[src/rtl/skew_pkg.sv]
package skew_pkg;

    localparam int NUM_PAIRS = 4;
    localparam int LANES     = 2;

    typedef enum logic [1:0] {
        FN_SHIFT = 2'd0,
        FN_DIV2  = 2'd1,
        FN_DIV4  = 2'd2,
        FN_INV   = 2'd3
    } pair_fn_e;

    typedef struct packed {
        pair_fn_e            fn;
        logic signed [3:0]   off;
    } pair_cfg_t;

    // three-level code: 00 low, 01 mid, 10 high, 11 folded onto mid
    function automatic logic [1:0] lvl_norm(input logic [1:0] code);
        return (code == 2'b11) ? 2'b01 : code;
    endfunction

    // per-pair select decoding
    function automatic pair_cfg_t decode_pair(input int unsigned pidx,
                                              input logic [1:0] hi,
                                              input logic [1:0] lo);
        pair_cfg_t c;
        int t;
        t     = 3 * int'(lvl_norm(hi)) + int'(lvl_norm(lo));
        c.fn  = FN_SHIFT;
        c.off = 4'sd0;
        if (pidx < 2) begin
            c.off = 4'(t - 4);
        end else if (t == 0) begin
            c.fn = FN_DIV2;
        end else if (t == 8) begin
            c.fn = (pidx == 2) ? FN_DIV4 : FN_INV;
        end else begin
            c.off = 4'(2 * t - 8);
        end
        return c;
    endfunction

endpackage

[src/rtl/skew_timebase.sv]
module skew_timebase #(
    parameter int N_LOW  = 44,
    parameter int N_MID  = 26,
    parameter int N_HIGH = 16,
    parameter int CW     = 6
) (
    input  logic          clk,
    input  logic          rst,
    input  logic          bypass,
    input  logic          ref_in,
    input  logic [1:0]    range_sel,
    output logic [CW-1:0] cnt,
    output logic [CW-1:0] n_act,
    output logic [1:0]    per,
    output logic          ref_q,
    output logic          load
);
    import skew_pkg::*;

    logic wrap;
    logic ref_rise;

    function automatic logic [CW-1:0] pick_n(input logic [1:0] code);
        case (lvl_norm(code))
            2'b00:   return CW'(N_LOW);
            2'b10:   return CW'(N_HIGH);
            default: return CW'(N_MID);
        endcase
    endfunction

    assign wrap     = !bypass && (cnt == n_act - CW'(1));
    assign ref_rise = ref_in && !ref_q;
    assign load     = rst || bypass || wrap;

    always_ff @(posedge clk) begin
        if (rst) begin
            cnt   <= '0;
            per   <= '0;
            ref_q <= 1'b0;
            n_act <= pick_n(range_sel);
        end else begin
            ref_q <= ref_in;
            if (load) begin
                cnt   <= '0;
                n_act <= pick_n(range_sel);
            end else begin
                cnt <= cnt + CW'(1);
            end
            if (bypass ? ref_rise : wrap)
                per <= per + 2'd1;
        end
    end

endmodule

[src/rtl/skew_pair_out.sv]
module skew_pair_out #(
    parameter int PAIR_IDX = 0,
    parameter int CW       = 6
) (
    input  logic          clk,
    input  logic          rst,
    input  logic          load,
    input  logic          bypass,
    input  logic [CW-1:0] cnt,
    input  logic [CW-1:0] n_act,
    input  logic [1:0]    per,
    input  logic          ref_q,
    input  logic [1:0]    code_hi,
    input  logic [1:0]    code_lo,
    output logic          q_a,
    output logic          q_b
);
    import skew_pkg::*;

    pair_cfg_t  cfg;
    logic       nxt;
    logic       shift_hi;
    logic       inv_hi;
    logic [LANES-1:0] q_r;

    always_ff @(posedge clk) begin
        if (load)
            cfg <= decode_pair(PAIR_IDX, code_hi, code_lo);
    end

    always_comb begin
        int d;
        int n;
        n = int'(n_act);
        d = int'(cnt) - int'($signed(cfg.off));
        if (d < 0)
            d = d + n;
        else if (d >= n)
            d = d - n;
        shift_hi = (d < n / 2);
        inv_hi   = (int'(cnt) >= n / 2);
        case (cfg.fn)
            FN_DIV2: nxt = per[0];
            FN_DIV4: nxt = !per[1];
            FN_INV:  nxt = bypass ? !ref_q : inv_hi;
            default: nxt = bypass ? ref_q : shift_hi;
        endcase
    end

    for (genvar l = 0; l < LANES; l++) begin : g_lane
        always_ff @(posedge clk) begin
            if (rst)
                q_r[l] <= 1'b0;
            else
                q_r[l] <= nxt;
        end
    end

    assign q_a = q_r[0];
    assign q_b = q_r[1];

endmodule

[src/rtl/skew_phase_gen.sv]
module skew_phase_gen #(
    parameter int N_LOW  = 44,
    parameter int N_MID  = 26,
    parameter int N_HIGH = 16
) (
    input  logic       clk,
    input  logic       rst,
    input  logic [1:0] range_sel,
    input  logic [1:0] test_sel,
    input  logic       ref_in,
    input  logic [7:0] sel_hi,
    input  logic [7:0] sel_lo,
    output logic [3:0] q_a,
    output logic [3:0] q_b
);
    import skew_pkg::*;

    localparam int N_MAX = (N_LOW > N_MID) ? ((N_LOW > N_HIGH) ? N_LOW : N_HIGH)
                                           : ((N_MID > N_HIGH) ? N_MID : N_HIGH);
    localparam int CW = $clog2(N_MAX + 1);

    logic          bypass;
    logic [CW-1:0] cnt;
    logic [CW-1:0] n_act;
    logic [1:0]    per;
    logic          ref_q;
    logic          load;

    assign bypass = (test_sel != 2'b00);

    skew_timebase #(
        .N_LOW (N_LOW),
        .N_MID (N_MID),
        .N_HIGH(N_HIGH),
        .CW    (CW)
    ) u_tb (
        .clk      (clk),
        .rst      (rst),
        .bypass   (bypass),
        .ref_in   (ref_in),
        .range_sel(range_sel),
        .cnt      (cnt),
        .n_act    (n_act),
        .per      (per),
        .ref_q    (ref_q),
        .load     (load)
    );

    for (genvar gp = 0; gp < NUM_PAIRS; gp++) begin : g_pair
        skew_pair_out #(
            .PAIR_IDX(gp),
            .CW      (CW)
        ) u_pair (
            .clk    (clk),
            .rst    (rst),
            .load   (load),
            .bypass (bypass),
            .cnt    (cnt),
            .n_act  (n_act),
            .per    (per),
            .ref_q  (ref_q),
            .code_hi(sel_hi[2*gp +: 2]),
            .code_lo(sel_lo[2*gp +: 2]),
            .q_a    (q_a[gp]),
            .q_b    (q_b[gp])
        );
    end

endmodule

[config.mk]
export PLATFORM = sky130hd
export DESIGN_NAME = skew_phase_gen
export DESIGN_NICKNAME = d
export VERILOG_FILES = /design/src/rtl/skew_pkg.sv /design/src/rtl/skew_timebase.sv /design/src/rtl/skew_pair_out.sv /design/src/rtl/skew_phase_gen.sv
export SDC_FILE = /design/constraint.sdc
export NUM_CORES = 1
export LEC_CHECK = 0
export ABC_AREA = 0
export BUFFER_PORTS_ARGS = -buffer_cell sky130_fd_sc_hd__buf_4
export CAP_MARGIN = 20
export CORE_ASPECT_RATIO = 1.25
export CORE_MARGIN = 2
export CORE_UTILIZATION = 53
export CTS_BUF_LIST = sky130_fd_sc_hd__clkbuf_8
export DETAILED_ROUTE_END_ITERATION = 7
export PLACE_DENSITY = 0.7
export SLEW_MARGIN = 10
export SYNTH_ARGS = -nofsm -noshare
export SYNTH_HDL_FRONTEND = slang
export SYNTH_HIERARCHICAL = 1
export SYNTH_SLANG_ARGS = --single-unit
[constraint.sdc]
create_clock -name clk -period 7 [get_ports clk]
set_input_delay 0.35 -clock clk [delete_from_list [all_inputs] [get_ports clk]]
set_output_delay 0.35 -clock clk [all_outputs]
set_load 0.02 [all_outputs]
==> results.json <==
{
  "fin_worst_skew_ns": 0.00859,
  "worst_pin_slew_ns": 0.867,
  "worstPathMaxFanout": 11,
  "drive_above_1_share_pct": 10.6,
  "cts_made_buffers": 5,
  "worstSkewPairLatency_ns": 0.30,
  "pre_cts_ws_ns": 0.819,
  "crit_path_end_kind": "register",
  "hpwl_um": 14000,
  "yosysWarnings": 6,
  "cts_setup_buffers": 0,
  "io_buffer_count": 30,
  "yosysMostFrequentCell": "ha_1",
  "synth_area_leaders": "ha_1 (25%), edfxtp_1 (9.3%), inv_1 (5.2%), fa_1 (4.5%), dfxtp_1 (3.7%)",
  "cts_tree": "done",
  "syn-num-nets": 1037,
  "critPathLaunchType": "register",
  "gp_congestion": 0.908,
  "drc": 0,
  "routedWlPerCell_um": 16.9,
  "antenna_cells": 0,
  "vias_per_cell": 6.14,
  "synth_seq_cells": 35,
  "synth_cell_types": 97,
  "synth_top_cell_area_share_pct": 24.6,
  "synth-main-ff-cell": "edfxtp_1",
  "num_rows": 47,
  "async_flop_share_pct": 0,
  "nNetsFinal": 1046,
  "grt_pass1_vias": 6420,
  "arrival_ns": 6.40,
  "die_w_um": 108,
  "synth_edf_count": 22,
  "dieArea_sq_um": 14400,
  "vias": 6381,
  "synth_cells": 858,
  "grt_antenna_before_repair": 0,
  "ys_seq_area_share_pct": 12.9,
  "fill_cells": 1197,
  "yosysTopAreaCell": "ha_1",
  "grt_pass1_wl_um": 29300,
  "slew_headroom_pct": 41.8,
  "setup_viol": 0,
  "track_usage_pct": 24.8,
  "core_area_sq_um": 13200,
  "syn_area_sq_um": 7120,
  "drv_slew": 0,
  "cts.sinks": 35,
  "area_growth_pct": 5.87,
  "drt-initial-drc-count": 329,
  "max_cap_violations": 0,
  "fin_tns_setup_ns": 0,
  "grt_overflow_total": 0,
  "rsz0062_at_grt": "false",
  "finalWirelength_um": 17500,
  "die_y_um": 134,
  "cts.path.max_buffers": 2,
  "status": "finished clean",
  "ant_nets": 0,
  "power_density_nw_per_um2": 242,
  "first_pass_iters": 7,
  "setup_slack_ns": 0.825,
  "finalHoldViolations": 0,
  "hold_buffers": 0,
  "hold_path.class": "primary input to register",
  "cts-root-buf": "clkbuf_8",
  "cts_resized": 0,
  "synth.avg_cell_area_sq_um": 8.30,
  "cts-htree-levels": 2,
  "period_needed_ns": 6.18,
  "max_freq_mhz": 162,
  "io_pins": 31,
  "crit_required_ns": 7.22,
  "path_class": "register to register",
  "synth_common_cells": "ha_1 (140), inv_1 (98), nor2_1 (59)",
  "ir_drop_mv": 0.125,
  "post-route-period-util_pct": 88.2,
  "leakagePower_nw": 3.46,
  "grt_max_degree": 31,
  "start_util_pct": 54.0,
  "cts.clk_slew.worst_paths_ns": 0.08
}
path summary, 6_finish.rpt:
| kind | startpoint | depth (start not counted) | to | slack [ns] |
|---|---|---|---|---|
| worst max-delay path | u_tb/cnt[1] | 27 | g_pair[2].u_pair/q_b | 0.82 |
| worst min-delay path | range_sel[0] | 1 | u_tb/n_act[1] | 0.26 |
| worst max register to register | u_tb/cnt[1] | 27 | g_pair[2].u_pair/q_b | 0.82 |
| worst min register to register | u_tb/per[0] | 2 | u_tb/per[0] | 0.62 |
cells by family (layout without fill, tap and decap cells):
group | count (synthesis) | count (layout) | share of synthesized area [%]
simple gates | 257 | 257 | 19.6
buf+inv | 134 | 144 | 7.79
flops | 35 | 35 | 12.9
fa+ha+maj | 156 | 156 | 29.1
xor+xnor | 33 | 33 | 4.61
other cells | 1 | 1 | 0.0527
compound gates | 236 | 236 | 25.0
mux | 6 | 6 | 0.861
critical path, cell delays in order (launching register included):
cell and delay (ns):
dfxtp_1 0.50, inv_1 0.13, ha_1 0.18, inv_1 0.06, fa_1 0.42, a21o_1 0.18, a21oi_1 0.16, xnor2_1 0.19
inv_1 0.12, ha_1 0.37, and2b_1 0.27, a2111oi_4 0.43, inv_1 0.12, ha_1 0.23, xor2_1 0.17, xnor2_1 0.43
o31ai_2 0.24, and2_1 0.22, a21oi_1 0.14, o221ai_1 0.13, ha_1 0.23, nor4b_1 0.43, nand2_1 0.10, nand2_1 0.07
a31oi_1 0.04, nor3_1 0.19, o221ai_2 0.13, a211oi_2 0.21
final cells by class:
| type | count | area [sq um] | share of cell area [%] |
|---|---|---|---|
| Tap cell | 171 | 214 | 2.84 |
| Sequential cell | 35 | 921 | 12.2 |
| Inverter | 100 | 375 | 4.98 |
| Multi-Input combinational cell | 689 | 5640 | 74.9 |
| Timing Repair Buffer | 36 | 270 | 3.59 |
| Clock inverter | 3 | 43.8 | 0.581 |
| Clock buffer | 5 | 68.8 | 0.913 |
metrics by stage:
stage / util [%] / instances / hold WS (ns) / cell area, sq um / power, mW
final: 57.2 / 1039 / 0.258 / 7540 / 1.83
after global routing: 57.2 / 1039 / 0.260 / 7540 / 2.01
after CTS: 57.2 / 1039 / 0.253 / 7540 / 1.81
after detailed placement: 56.4 / 1031 / 0.557 / 7420 / 1.62
after global placement: 56.4 / 1031 / 0.554 / 7420 / 1.57
after floorplan: - / 858 / 0.415 / 7120 / 1.35
layout by cell type, fill, tap and decap left out, drive strengths merged, types with 13 or more instances in the layout:
cell | Yosys | routed
buf | 15 | 36
fa | 16 | 16
nand3 | 21 | 21
nand2 | 52 | 52
nor2b | 27 | 27
dfxtp | 13 | 13
o21ai | 37 | 37
ha | 140 | 140
edfxtp | 22 | 22
a211oi | 13 | 13
a21oi | 46 | 46
inv | 100 | 100
xnor2 | 20 | 20
a21o | 19 | 19
o211ai | 13 | 13
nand2b | 16 | 16
nor2 | 59 | 59
per-layer routing:
layer	track usage, %	vias to the layer above	routed length [um]
li1	-	3132	-
met1	28.3	3036	7020
met2	47.2	162	9320
met3	2.30	51	669
met4	8.55	0	512
met5	0	-	0
flip-flops by register name, indices dropped and copies added (netlist names):
name / count
g_pair.u_pair/cfg: 18
u_tb/cnt: 6
g_pair.u_pair/q_b: 4
u_tb/n_act: 4
u_tb/per: 2
u_tb/ref_q: 1
where the power goes:
| group | total, mW | switching, mW | internal [mW] |
|---|---|---|---|
| registers | 0.277 | 0.0289 | 0.248 |
| clock network | 0.186 | 0.0801 | 0.106 |
| logic | 1.36 | 0.803 | 0.559 |
| total | 1.83 | 0.912 | 0.913 |
No activity file was read; power rests on OpenSTA's default activity.
